`config.mk`:
```
export PLATFORM = sky130hd
export DESIGN_NAME = hwinfo_read_gate
export DESIGN_NICKNAME = d
export VERILOG_FILES = /design/src/rtl/hwinfo_gate_pkg.sv /design/src/rtl/hwinfo_perm_check.sv /design/src/rtl/hwinfo_value_mux.sv /design/src/rtl/hwinfo_read_gate.sv
export SDC_FILE = /design/constraint.sdc
export NUM_CORES = 1
export LEC_CHECK = 0
export BUFFER_PORTS_ARGS = -buffer_cell sky130_fd_sc_hd__buf_4
export CAP_MARGIN = 0
export CORE_MARGIN = 4
export CORE_UTILIZATION = 30
export DETAILED_ROUTE_END_ITERATION = 16
export GPL_TIMING_DRIVEN = 0
export MAX_ROUTING_LAYER = met4
export PLACE_DENSITY = 0.64
export SETUP_SLACK_MARGIN = 0.05
export SYNTH_ARGS = -nofsm -noshare
export SYNTH_HDL_FRONTEND = slang
export SYNTH_SLANG_ARGS = --single-unit
```
`constraint.sdc`:
```
create_clock -name clk -period 2.4 [get_ports clk]
set_clock_uncertainty 0.1 [all_clocks]
set_input_delay 0.36 -clock clk [delete_from_list [all_inputs] [get_ports clk]]
set_output_delay 0.36 -clock clk [all_outputs]
set_load 0.05 [all_outputs]
```
`src/rtl/hwinfo_gate_pkg.sv`:
```
package hwinfo_gate_pkg;

    typedef enum logic [1:0] {
        ST_IDLE    = 2'd0,
        ST_DECODE  = 2'd1,
        ST_RESPOND = 2'd2
    } gate_state_t;

    localparam int unsigned SEL_CPUNUM    = 0;
    localparam int unsigned SEL_SYNCSTEP  = 1;
    localparam int unsigned SEL_CYCLES    = 2;
    localparam int unsigned SEL_CYCRES    = 3;
    localparam int unsigned SEL_PERF0     = 4;
    localparam int unsigned SEL_CFGFLAG   = 5;
    localparam int unsigned NUM_READABLE  = 6;

endpackage

```
`src/rtl/hwinfo_perm_check.sv`:
```
module hwinfo_perm_check #(
    parameter int unsigned IDX_W        = 5,
    parameter int unsigned NUM_READABLE = 6
) (
    input  logic [IDX_W-1:0]       idx,
    input  logic                   priv,
    input  logic [(1<<IDX_W)-1:0]  mask,
    output logic                   known,
    output logic                   allowed
);
    localparam logic [IDX_W-1:0] LAST_IDX = IDX_W'(NUM_READABLE - 1);

    always_comb begin
        known   = (idx <= LAST_IDX);
        allowed = known && (priv || mask[idx]);
    end
endmodule

```
`src/rtl/hwinfo_value_mux.sv`:
```
module hwinfo_value_mux #(
    parameter int unsigned IDX_W       = 5,
    parameter int unsigned WORD_W      = 32,
    parameter int unsigned DATA_W      = 64,
    parameter int unsigned CPUNUM_W    = 10,
    parameter int unsigned CFG_BIT_POS = 13
) (
    input  logic [IDX_W-1:0]  idx,
    input  logic [WORD_W-1:0] core_base,
    input  logic [WORD_W-1:0] sync_step,
    input  logic [WORD_W-1:0] cycle_count,
    input  logic [WORD_W-1:0] count_res,
    input  logic [DATA_W-1:0] perf_count0,
    input  logic [WORD_W-1:0] cfg_word,
    output logic [DATA_W-1:0] value
);
    import hwinfo_gate_pkg::*;

    localparam logic [IDX_W-1:0] K_CPUNUM   = IDX_W'(SEL_CPUNUM);
    localparam logic [IDX_W-1:0] K_SYNCSTEP = IDX_W'(SEL_SYNCSTEP);
    localparam logic [IDX_W-1:0] K_CYCLES   = IDX_W'(SEL_CYCLES);
    localparam logic [IDX_W-1:0] K_CYCRES   = IDX_W'(SEL_CYCRES);
    localparam logic [IDX_W-1:0] K_PERF0    = IDX_W'(SEL_PERF0);
    localparam logic [IDX_W-1:0] K_CFGFLAG  = IDX_W'(SEL_CFGFLAG);
    localparam int unsigned      EXT_W      = DATA_W - WORD_W;

    logic [DATA_W-1:0] cycles_sx;
    assign cycles_sx = {{EXT_W{cycle_count[WORD_W-1]}}, cycle_count};

    always_comb begin
        unique case (idx)
            K_CPUNUM:   value = DATA_W'(core_base[CPUNUM_W-1:0]);
            K_SYNCSTEP: value = DATA_W'(sync_step);
            K_CYCLES:   value = cycles_sx;
            K_CYCRES:   value = DATA_W'(count_res);
            K_PERF0:    value = perf_count0;
            K_CFGFLAG:  value = DATA_W'(cfg_word[CFG_BIT_POS]);
            default:    value = '0;
        endcase
    end
endmodule

```
`src/rtl/hwinfo_read_gate.sv`:
```
module hwinfo_read_gate #(
    parameter int unsigned IDX_W       = 5,
    parameter int unsigned WORD_W      = 32,
    parameter int unsigned DATA_W      = 64,
    parameter int unsigned CPUNUM_W    = 10,
    parameter int unsigned CFG_BIT_POS = 13
) (
    input  logic                   clk,
    input  logic                   rst_n,
    input  logic                   req_valid,
    output logic                   req_ready,
    input  logic [IDX_W-1:0]       req_index,
    input  logic                   priv_mode,
    input  logic [(1<<IDX_W)-1:0]  enable_mask,
    input  logic [WORD_W-1:0]      core_base,
    input  logic [WORD_W-1:0]      sync_step,
    input  logic [WORD_W-1:0]      cycle_count,
    input  logic [WORD_W-1:0]      count_res,
    input  logic [DATA_W-1:0]      perf_count0,
    input  logic [WORD_W-1:0]      cfg_word,
    output logic                   rsp_valid,
    output logic [DATA_W-1:0]      rsp_data,
    output logic                   rsp_wb_en,
    output logic                   rsp_fault
);
    import hwinfo_gate_pkg::*;

    localparam int unsigned      MASK_W   = 1 << IDX_W;
    localparam logic [IDX_W-1:0] LAST_IDX = IDX_W'(NUM_READABLE - 1);

    gate_state_t state_q, state_d;

    logic [IDX_W-1:0]  lat_idx;
    logic              lat_priv;
    logic [MASK_W-1:0] lat_mask;
    logic              idx_known;
    logic              idx_allowed;
    logic [DATA_W-1:0] sel_value;
    logic [DATA_W-1:0] data_q;
    logic              wb_q;
    logic              fault_q;
    logic              unused_src_bits;

    assign unused_src_bits = ^{core_base, cfg_word, idx_known};

    hwinfo_perm_check #(
        .IDX_W        (IDX_W),
        .NUM_READABLE (NUM_READABLE)
    ) u_perm (
        .idx     (lat_idx),
        .priv    (lat_priv),
        .mask    (lat_mask),
        .known   (idx_known),
        .allowed (idx_allowed)
    );

    hwinfo_value_mux #(
        .IDX_W       (IDX_W),
        .WORD_W      (WORD_W),
        .DATA_W      (DATA_W),
        .CPUNUM_W    (CPUNUM_W),
        .CFG_BIT_POS (CFG_BIT_POS)
    ) u_mux (
        .idx         (lat_idx),
        .core_base   (core_base),
        .sync_step   (sync_step),
        .cycle_count (cycle_count),
        .count_res   (count_res),
        .perf_count0 (perf_count0),
        .cfg_word    (cfg_word),
        .value       (sel_value)
    );

    // State register
    always_ff @(posedge clk) begin
        if (!rst_n) state_q <= ST_IDLE;
        else        state_q <= state_d;
    end

    // Transitions: wait, accept, resolve, retire
    always_comb begin
        state_d = state_q;
        unique case (state_q)
            ST_IDLE:    if (req_valid) state_d = ST_DECODE;
            ST_DECODE:  state_d = ST_RESPOND;
            ST_RESPOND: state_d = ST_IDLE;
            default:    state_d = ST_IDLE;
        endcase
    end

    // Request capture and result registers
    always_ff @(posedge clk) begin
        if (!rst_n) begin
            lat_idx  <= '0;
            lat_priv <= 1'b0;
            lat_mask <= '0;
            data_q   <= '0;
            wb_q     <= 1'b0;
            fault_q  <= 1'b0;
        end else begin
            if (state_q == ST_IDLE && req_valid) begin
                lat_idx  <= req_index;
                lat_priv <= priv_mode;
                lat_mask <= enable_mask;
            end
            if (state_q == ST_DECODE) begin
                data_q  <= idx_allowed ? sel_value : '0;
                wb_q    <= idx_allowed;
                fault_q <= !idx_allowed;
            end
        end
    end

    // Outputs
    always_comb begin
        req_ready = (state_q == ST_IDLE);
        rsp_valid = (state_q == ST_RESPOND);
        rsp_wb_en = rsp_valid && wb_q;
        rsp_fault = rsp_valid && fault_q;
        rsp_data  = data_q;
    end

    assert_pulse_R2: assert property (@(posedge clk) disable iff (!rst_n)
        rsp_valid |=> !rsp_valid);
    assert_busy_after_accept_R2: assert property (@(posedge clk) disable iff (!rst_n)
        (req_valid && req_ready) |=> !req_ready);
    assert_ready_excl_R2: assert property (@(posedge clk) disable iff (!rst_n)
        rsp_valid |-> !req_ready);
    assert_priv_grants_R3: assert property (@(posedge clk) disable iff (!rst_n)
        (rsp_valid && lat_priv && lat_idx <= LAST_IDX) |-> rsp_wb_en);
    assert_unknown_faults_R9: assert property (@(posedge clk) disable iff (!rst_n)
        (rsp_valid && lat_idx > LAST_IDX) |-> rsp_fault);
    assert_one_outcome_R10: assert property (@(posedge clk) disable iff (!rst_n)
        rsp_valid |-> $onehot({rsp_wb_en, rsp_fault}));
    assert_quiet_idle_R10: assert property (@(posedge clk) disable iff (!rst_n)
        !rsp_valid |-> (!rsp_wb_en && !rsp_fault));
    assert_zero_on_fault_R10: assert property (@(posedge clk) disable iff (!rst_n)
        rsp_fault |-> (rsp_data == '0));
endmodule

```
==> results of run 1 <==
==> layout make-up <==
| class | count | area share |
|---|---|---|
| multi-input combinational | 390 | 0.374 |
| timing repair buffer | 255 | 0.259 |
| sequential | 82 | 0.222 |
| buffer | 69 | 0.0463 |
| tap | 216 | 0.0366 |
| clock buffer | 10 | 0.0324 |
| inverter | 33 | 0.0168 |
| clock inverter | 6 | 0.0122 |
==> synthesized netlist by cell type (5+ instances only) <==
library cell,instances
a21boi_0,14
inv_1,33
buf_2,34
nor4b_2,28
a21oi_1,44
nor3_1,34
mux2i_1,5
o31ai_2,28
nand2_1,95
a2111oi_1,5
or3b_2,10
and3_1,24
nand3b_1,12
o31ai_1,36
clkbuf_1,25
a2111oi_0,25
dfxtp_1,82
==> registers in the layout (all words and copies together), names as in the netlist <==
signal    cells
rsp_data     64
lat_mask      8
lat_idx       5
state_q       2
fault_q       1
lat_priv      1
wb_q          1
==> power groups by stage <==
stage               clock network (µW)  registers (µW)  logic, µW
CTS                               1580            1410        848
finish                            1540            1410        854
global route                      1620            1410        922
floorplan                            0            1480        410
detailed placement                   0            1440        846
global placement                     0            1440        843
==> metal layers <==
| metal | GRT usage | share of wire |
|---|---|---|
| met1 | 0.256 | 0.44 |
| met2 | 0.326 | 0.49 |
| met3 | 0.0369 | 0.056 |
| met4 | 0.0599 | 0.018 |
| met5 | - | 0 |
==> how the worst max path moves through the flow <==
stage	startpoint	end	slack, ns	cells after the start
after floorplan	state_q[1]$_SDFFE_PN0P_	rsp_fault	0.31	2
after global placement	lat_idx[2]$_SDFFE_PN0P_	rsp_data[24]$_SDFFE_PN0N_	0.05	6
after detailed placement	lat_idx[2]$_SDFFE_PN0P_	rsp_data[24]$_SDFFE_PN0N_	0.05	6
after CTS	lat_idx[0]$_SDFFE_PN0P_	rsp_data[53]$_SDFFE_PN0N_	0.09	7
after global routing	lat_idx[2]$_SDFFE_PN0P_	rsp_data[25]$_SDFFE_PN0N_	0.01	6
final	lat_idx[1]$_SDFFE_PN0P_	rsp_data[15]$_SDFFE_PN0N_	0.22	8
==> worst max-delay path, stage by stage (launching register included) <==
cell      delay, ns
dfxtp_1        0.30
buf_2          0.19
buf_2          0.24
mux2i_1        0.21
nand3_1        0.11
a31oi_1        0.19
buf_2          0.30
clkbuf_4       0.31
o31ai_2        0.09
==> logic make-up (layout without fill, tap and decap cells) <==
| family | count (synthesis) | in the layout | share of synthesized area |
|---|---|---|---|
| muxes | 5 | 5 | 0.0103 |
| DFF | 82 | 82 | 0.339 |
| and+or+nand+nor | 228 | 228 | 0.297 |
| buffers and inverters | 102 | 373 | 0.0952 |
| AOI/OAI and AO/OA | 157 | 157 | 0.258 |
==> through the flow <==
step	worst slack (ns)	std cells	utilization
5_1_grt	0.0149	1061	0.466
6_report	0.216	1061	0.466
3_5_place_dp	0.0466	1045	0.444
4_1_cts	0.0886	1061	0.464
2_1_floorplan	0.312	574	-
3_3_place_gp	0.0549	1045	0.444
==> metrics.md, run 1 <==
| Metric | Value |
|---|---|
| CP required | 2.52 ns |
| Power Total | roughly 3800 µW |
| Setup_tns | 0 ns |
| Maximum VDD drop | 328 µV |
| MaxCap Viol Count | 0 |
| Outcome | finished clean |
| Worst hold stages | 2 |
| Final Cycle Share | 0.910 |
| CTS Root Cell | clkbuf_16 |
| Worst Tran Pin Value | approximately 0.74 ns |
| R2R setup slack | ~0.22 ns |
| Highest-count cells in the layout ignoring fill and taps | buf_4 (258), nand2_1 (95), dfxtp_1 (82) |
| DRC | 0 |
| Via count | 5264 |
| Clock sinks | 82 |
| Post-synth EDFFs | 0 |
| R2R Path End | rsp_data[15]$_SDFFE_PN0N_ |
| Initial antenna violation count | 0 |
| Routability cong. | 0.828 |
| Final Setup Violations | 0 |
| Worst-case clock buffer depth | 2 |
| Ant diodes | 0 |
| Mapped Cells | ~570 |
| Die W | between 100 and 150 µm |
| # resized after CTS | 1 |
| Detail Placement HPWL | roughly 14000 µm |
| Power Density | about 520 nW/µm² |
| Clock share of power | 0.405 |
| Clock slew at reported path FFs | 0.06 ns |
| Std cell rows | between 40 and 50 |
| Gate power share | 0.225 |
| Net switching power | approximately 1100 µW |
| Die area | 18200 µm² |
| Postcts setup bufs | 0 |
| Yosys top cell area share | 0.339 |
| Largest net degree at the start of global routing | 15 |
| Routed length per instance | roughly 18 µm |
| Slew HR | 0.504 |
| DR pass1 iterations | 5 |
| WHS | roughly 0.17 ns |
| YS warnings | 0 |
| F_max | between 400 and 500 MHz |
| Fillers | about 1600 |
| Register-to-Register Path Depth | 8 |
| Layout Nets | around 1100 |
| Worst Hold Path EP | state_q[0]$_SDFFE_PN0P_ |
| Worst skew pair latency | around 0.34 ns |
| Hold Path Class | input pin to flip-flop |
| Initial DRC Count | 275 |
| Most common cell after layout, fill and taps aside | buf_4 |
| Initial Util | 0.306 |
| Final WL | between 15000 and 20000 µm |
| DP Area | approximately 7000 µm² |
| RSZ-0062 raised after global routing | true |
| Slew Viols, Final | 0 |
| Int Pwr | 2720 µW |
| Hold-fix buffers, CTS | 0 |
| Setup crit start kind | flip-flop |
| #FFs+latches synth | 82 |
| Area contributors post-synth | dfxtp_1 (34%), nor4b_2 (8.7%), nand2_1 (7.4%), o31ai_2 (7.2%), o31ai_1 (5.6%) |
| Post-synth ARST share | 0 |
| Element type at the critical path end | flip-flop |
| WS Path Type | flip-flop to flip-flop |
| Final min period | ~2.2 ns |
| Global-route wire length before repair | roughly 28000 µm |
| FF+latch area | between 1500 and 2000 µm² |
| GRT overflow | 0 |
| Distinct cells, synth | 37 |
| Area of the multi-input gates | around 2800 µm² |
| Synthesized area | around 4800 µm² |
| Area leader, netlist | dfxtp_1 |
| Sequential share of the synthesized area | 0.339 |
| Area Growth Syn to Fin | 52.6% |
| Fin. Hold Viols | 0 |
| H-tree Lvls | 3 |
| R2r startpoint | lat_idx[1]$_SDFFE_PN0P_ |
| GRT Resource Usage Total | 0.201 |
| Share of layout cells above drive strength 1 | 0.454 |
| CP max FO | 10 |
| Sw Ratio | 0.284 |
| Mapped Nets | roughly 840 |
| Hold Startpoint | req_valid |
| Syn avg cell area | roughly 8.4 µm² |
| Total CTS buffers | 9 |
| Antenna-violating nets left | 0 |
| Reg power frac | 0.370 |
| Die Y | between 100 and 150 µm |
| Ys flop type | dfxtp_1 |
| CTS tree | done |
| Vias in the first global route | around 5000 |
| Vias per cell | approximately 5.0 |
| Port bufs | ~260 |
| Core Region | around 16000 µm² |
| Signal arrival time at the worst endpoint | between 2 and 2.5 ns |
| Final Instance Area | 7380 µm² |
| Leakage | between 0.003 and 0.004 µW |
| IO Count | approximately 330 |
Power figures use the tool's default switching activity.
==> run 2, diff against run 1 <==
- PLACE_DENSITY: 0.64 -> unset
- PLACE_DENSITY_LB_ADDON: unset -> 0.12
==> run 2 against run 1 <==
Via count rose by 1.4%. Combinational power hardly changed. Cell area shrank 0.80%. Setup slack got worse by 0.039 ns. Maximum frequency decreased by 1.7%. Sequential power about the same. Sequential share of layout area rose by 0.18 points. Utilization shrank 0.37 points. Die area unchanged. Final cell count about the same. Flip-flop and latch count did not move. Largest cell class unchanged. Largest power group is now sequential cells.
==> metrics.md, run 2 (synthesized netlist as in run 1, its figures left out) <==
| Metric | Value |
|---|---|
| IO Count | roughly 330 |
| R2r startpoint | lat_idx[1]$_SDFFE_PN0P_ |
| Hold-fix buffers, CTS | 0 |
| CTS tree | done |
| Worst-case clock buffer depth | 2 |
| Final Setup Violations | 0 |
| Highest-count cells in the layout ignoring fill and taps | buf_4 (259), nand2_1 (95), dfxtp_1 (82) |
| Fin. Hold Viols | 0 |
| Routability cong. | ~0.86 |
| Slew Viols, Final | 0 |
| Worst Tran Pin Value | about 0.78 ns |
| MaxCap Viol Count | 0 |
| Final WS setup | 0.177 ns |
| Die W | between 100 and 150 µm |
| Clock slew at reported path FFs | around 0.06 ns |
| Hold Startpoint | req_valid |
| WS Path Type | flip-flop to flip-flop |
| Share of layout cells above drive strength 1 | 0.453 |
| Leakage | 0.00318 µW |
| Detail Placement HPWL | about 15000 µm |
| DR pass1 iterations | 5 |
| Initial Util | 0.306 |
| H-tree Lvls | 3 |
| Max reg flops | 64 |
| Power Density | 485 nW/µm² |
| Die Y | roughly 130 µm |
| DP Area | ~7000 µm² |
| Die area | 18200 µm² |
| Register-to-Register Path Depth | 8 |
| Vias per cell | ~5 |
| CP max FO | 10 |
| Worst skew pair latency | between 0.3 and 0.4 ns |
| Setup crit start kind | flip-flop |
| Vias in the first global route | 5365 |
| CTS Root Cell | clkbuf_16 |
| Via count | around 5300 |
| Std cell rows | between 40 and 50 |
| R2R setup slack | 0.18 ns |
| GRT overflow | 0 |
| Placed insts | approximately 1000 |
| Antenna-violating nets left | 0 |
| Routed length per instance | approximately 18 µm |
| Final Instance Area | between 7000 and 8000 µm² |
| Postcts setup bufs | 0 |
| GRT Resource Usage Total | 0.206 |
| F_max | 450 MHz |
| Non-Filler Instances | 1060 |
| Core Region | around 16000 µm² |
| Slew HR | 0.482 |
| Place WS | around 0.023 ns |
| Ant diodes | 0 |
| Hold Path Class | input pin to flip-flop |
| Initial DRC Count | 210 |
| Final WL | approximately 19000 µm |
| Worst Hold Path EP | state_q[0]$_SDFFE_PN0P_ |
| Element type at the critical path end | flip-flop |
| Worst Setup SP | lat_idx[1]$_SDFFE_PN0P_ |
| R2R Path End | rsp_data[56]$_SDFFE_PN0N_ |
| Final min period | 2.22 ns |
| Port bufs | about 260 |
| Total CTS buffers | 9 |
| Power Total | roughly 3500 µW |
| Largest net degree at the start of global routing | 14 |
| Worst hold stages | 2 |
| Final Cycle Share | 0.926 |
| Outcome | finished clean |
| RSZ-0062 raised after global routing | true |
| Setup_tns | 0 ns |
| Most common cell after layout, fill and taps aside | buf_4 |
| Signal arrival time at the worst endpoint | roughly 2.3 ns |
| Global-route wire length before repair | 28500 µm |
| DRC | 0 |
| Area Growth Syn to Fin | 51.4% |
| Clock sinks | 82 |
| Layout Nets | ~1100 |
| CP required | 2.52 ns |
| Initial antenna violation count | 0 |
| Maximum VDD drop | 311 µV |
-- run 2: cell count changes in the layout (fill, tap and decap cells not counted), sizes merged --
cell,previous run,this run
clkinv,3,4
bufinv,2,0
-- run 2: worst max path at each step --
| stage | to | slack (ns) | cells past startpoint |
|---|---|---|---|
| 2_1_floorplan | rsp_fault | 0.31 | 2 |
| 3_3_place_gp | rsp_data[20]$_SDFFE_PN0N_ | 0.09 | 8 |
| 3_5_place_dp | rsp_data[56]$_SDFFE_PN0N_ | 0.02 | 7 |
| 4_1_cts | rsp_data[56]$_SDFFE_PN0N_ | 0.09 | 8 |
| 5_1_grt | rsp_data[24]$_SDFFE_PN0N_ | 0.0003 | 6 |
| 6_report | rsp_data[56]$_SDFFE_PN0N_ | 0.18 | 8 |
-- run 2: timing repair --
item / 4_1_cts / 5_1_grt
resized for setup: 2 / 19
endpoints found under the setup margin: 23 / 47
hold endpoints to repair: 0 / 0
-- run 2: final cells by class --
type                       instances  area [µm²]
inverter                          33         124
timing repair buffer             255        1910
buffer                            69         344
clock inverter                     5        31.3
multi-input combinational        390        2760
sequential                        82        1640
tap                              216         270
fill                            1656        8510
clock buffer                      10         239
-- run 2: report_power, final --
group          switching [µW]  total (µW)  internal (µW)
logic                     466         856            390
clock network             562        1280            719
registers                19.3        1410           1390
-- run 2: metal layers --
layer	wire (µm)	vias to the layer above	global-route usage
met3	1110	26	0.0358
li1	-	2611	-
met1	8040	2521	0.246
met2	9750	179	0.349
met4	478	0	0.0739
met5	0	-	-
-- run 2: metrics by stage --
step           hold slack, ns   util
5_1_grt                 0.166  0.463
3_5_place_dp            0.341  0.444
4_1_cts                 0.149  0.461
3_3_place_gp            0.340  0.444
2_1_floorplan           0.323      -
6_report                0.166  0.463
-- run 2: worst max-delay path, cell delays in order, from the launching register on --
cell	delay, ns
dfxtp_1	0.30
buf_2	0.19
buf_2	0.25
mux2i_1	0.21
nand3_1	0.12
a31oi_1	0.24
clkbuf_4	0.31
buf_2	0.27
o31ai_1	0.11
==> run 3, diff against run 2 <==
--- a/config.mk
+++ b/config.mk
@@ -7,2 +7,3 @@
 export LEC_CHECK = 0
+export ABC_AREA = 1
 export BUFFER_PORTS_ARGS = -buffer_cell sky130_fd_sc_hd__buf_4
@@ -19 +20,2 @@
 export SYNTH_SLANG_ARGS = --single-unit
+export TNS_END_PERCENT = 100
==> constraint.sdc (replaced) <==
create_clock -name clk -period 2.4 [get_ports clk]
set_clock_uncertainty 0.1 [all_clocks]
set_input_delay 0.24 -clock clk [delete_from_list [all_inputs] [get_ports clk]]
set_output_delay 0.24 -clock clk [all_outputs]
set_load 0.05 [all_outputs]
==> run 3 against run 2 <==
Sequential power increased by 32%. Combinational power is 27% higher. Worst hold slack got worse by 0.14 ns. Total power rose by 24%. Sequential share of layout area rose by 3.2 points. Largest cell class unchanged. Global-route usage increased by 0.050 points. Maximum frequency up 3.7%. Synthesized area is 16% higher.
==> metrics.md, run 3 <==
| Metric | Value |
|---|---|
| GRT overflow | 0 |
| Port bufs | about 280 |
| Initial DRC Count | 289 |
| Hold Path Class | input pin to flip-flop |
| Final Setup Violations | 0 |
| CP Capture Point | rsp_data[15]$_SDFFE_PN0N_ |
| Final min period | roughly 2.1 ns |
| Slew Viols, Final | 0 |
| CP required | ~2.6 ns |
| Worst path most repeated cell | nand4_1 |
| Distinct cells, synth | 21 |
| Antenna-violating nets left | 0 |
| WHS | 0.0271 ns |
| Die area | between 20000 and 25000 µm² |
| Most common cell after layout, fill and taps aside | nand2_1 |
| Outcome | finished clean |
| Final WL | 22000 µm |
| Area contributors post-synth | dfxtp_1 (38%), nand2_1 (23%), nand3_2 (7.1%), a21oi_1 (5.3%), nor2_1 (4.6%) |
| Vias in the first global route | about 6200 |
| Die Y | roughly 140 µm |
| Power Density | ~530 nW/µm² |
| R2r startpoint | lat_idx[2]$_SDFFE_PN0P_ |
| Maximum VDD drop | around 380 µV |
| Area leader, netlist | dfxtp_1 |
| Area Growth Syn to Fin | 47.4% |
| Leakage | 0.00376 µW |
| CTS Root Cell | clkbuf_16 |
| Worst Setup SP | lat_idx[2]$_SDFFE_PN0P_ |
| Final Cycle Share | 0.893 |
| Fillers | roughly 2000 |
| CP peak stage delay | about 0.45 ns |
| Initial antenna violation count | 0 |
| Worst Tran Pin Value | approximately 0.74 ns |
| Detail Placement HPWL | roughly 17000 µm |
| Largest net degree at the start of global routing | 19 |
| Worst-case clock buffer depth | 2 |
| Ys flop type | dfxtp_1 |
| Vias per cell | approximately 4.6 |
| CTS tree | done |
| Setup crit start kind | flip-flop |
| Clock slew at reported path FFs | 0.08 ns |
| Initial Util | 0.309 |
| Routed length per instance | about 16 µm |
| Mapped Cells | ~840 |
| IO Count | approximately 330 |
| Post-synth ARST share | 0 |
| Layout Nets | 1397 |
| Max reg flops | 64 |
| Sequential share of the synthesized area | 0.378 |
| Most common cell in the netlist | nand2_1 |
| YS warnings | 0 |
| Post-synth EDFFs | 0 |
| Via count | ~6300 |
| Synthesized area | ~5600 µm² |
| Global-route wire length before repair | about 33000 µm |
| Register-to-Register Path Depth | 8 |
| Mapped Nets | 1107 |
| Signal arrival time at the worst endpoint | about 2.3 ns |
| Syn avg cell area | ~6.7 µm² |
| Post-layout util | 0.456 |
| F_max | roughly 470 MHz |
| R2R setup slack | around 0.26 ns |
| Yosys top cell area share | 0.378 |
| Worst-path cell chain | nor2_1, nand4_1, inv_1, clkbuf_1, nand2_1, nand4_1, nand3_2, a21oi_2 |
| Slew HR | 0.507 |
| Leading cell types by count after synthesis | nand2_1 (344), dfxtp_1 (106), nor2_1 (69) |
| Std cell rows | 49 |
| CP max FO | 10 |
| MaxCap Viol Count | 0 |
| Total CTS buffers | 9 |
| Ant diodes | 0 |
| WS Path Type | flip-flop to flip-flop |
| RSZ-0062 raised after global routing | false |
| Fin. Hold Viols | 0 |
| #FFs+latches synth | about 110 |
| DRC | 0 |
| H-tree Lvls | 3 |
| Slowest-stage cell, CP | clkbuf_1 |
| Routability cong. | 0.829 |
| Die W | 145 µm |
| Element type at the critical path end | flip-flop |
| Share of layout cells above drive strength 1 | 0.343 |
| R2R Path End | rsp_data[15]$_SDFFE_PN0N_ |
| Highest-count cells in the layout ignoring fill and taps | nand2_1 (344), buf_4 (282), dfxtp_1 (106) |
| Setup_tns | 0 ns |
| Hold Startpoint | enable_mask[6] |
| DR pass1 iterations | 4 |
| Clock sinks | between 100 and 150 |
| Core Region | ~18000 µm² |
| Worst skew pair latency | approximately 0.36 ns |
| GRT Resource Usage Total | 0.206 |
[run 3: cell types whose count changed after synthesis, moves of 24 or more]
cell       before  now
nand3_2         0   40
nand2_1        95  344
nand3_1         1   42
nor4b_2        28    0
o31ai_1        36    0
a2111oi_0      25    0
a21oi_2         0   26
nand4_1         0   25
o31ai_2        28    0
nor3_1         34    0
dfxtp_1        82  106
o21ai_0         1   41
nor2_1          3   69
[run 3: what timing repair did]
action | 4_1_cts | 5_1_grt
hold buffers | 0 | 0
hold endpoints to repair | 0 | 0
setup endpoints to repair | 0 | 1
gates resized for setup | 0 | 2
setup buffers | 0 | 0
[run 3: worst max-delay path, delay by kind of cell (launching register included)]
family                 cells  cell delay (ns)
AO/OA/AOI/OAI              1             0.11
AND/OR/NAND/NOR            5             0.82
flip-flops                 1             0.36
buffers and inverters      2             0.68
[run 3: how the worst min path moves through the flow]
| stage | endpoint | slack, ns | cells after the start |
|---|---|---|---|
| after global placement | lat_mask[0]$_SDFFE_PN0P_ | 0.35 | 2 |
| after floorplan | lat_mask[10]$_SDFFE_PN0P_ | 0.31 | 2 |
| after detailed placement | lat_mask[0]$_SDFFE_PN0P_ | 0.35 | 2 |
| after CTS | lat_mask[6]$_SDFFE_PN0P_ | 0.02 | 3 |
| after global routing | lat_mask[1]$_SDFFE_PN0P_ | 0.04 | 3 |
| final | lat_mask[6]$_SDFFE_PN0P_ | 0.03 | 3 |
[run 3: logic make-up (layout without fill, tap and decap cells)]
logic type             Yosys count  after routing  synth area share
flip-flops                     106            106             0.378
AND/OR/NAND/NOR                523            523             0.417
buffers and inverters           85            380            0.0729
AO/OA/AOI/OAI                  128            128             0.132
[run 3: area by class of cell]
| type | instances | area, µm² | share of cell area |
|---|---|---|---|
| sequential | 106 | 2120 | 0.257 |
| multi-input combinational | 651 | 3080 | 0.372 |
| inverter | 23 | 86.3 | 0.0104 |
| clock inverter | 7 | 53.8 | 0.00650 |
| tap | 229 | 287 | 0.0346 |
| timing repair buffer | 279 | 2090 | 0.253 |
| clock buffer | 9 | 225 | 0.0272 |
| buffer | 62 | 324 | 0.0392 |
[run 3: where the power goes]
| group | switching [µW] | total [µW] | internal [µW] |
|---|---|---|---|
| clock network | 725 | 1430 | 710 |
| logic | 622 | 1090 | 465 |
| registers | 37.9 | 1860 | 1830 |
| total | 1390 | 4390 | 3000 |
[run 3: per-layer routing]
metal	share of wire	vias to the layer above	global-route usage
li1	-	3302	-
met5	0	-	-
met3	0.079	14	0.0569
met1	0.43	2802	0.246
met4	0.0093	0	0.0457
met2	0.49	197	0.347
[run 3: stage by stage]
| stage | worst slack [ns] | cell area, µm² | power, µW | std cells |
|---|---|---|---|---|
| floorplan | 0.196 | 5610 | 2520 | 842 |
| global placement | 0.243 | 7990 | 3000 | 1350 |
| detailed placement | 0.252 | 7990 | 3000 | 1350 |
| CTS | 0.224 | 8270 | 4450 | 1366 |
| global route | 0.0727 | 8270 | 4620 | 1366 |
| finish | 0.256 | 8270 | 4390 | 1366 |
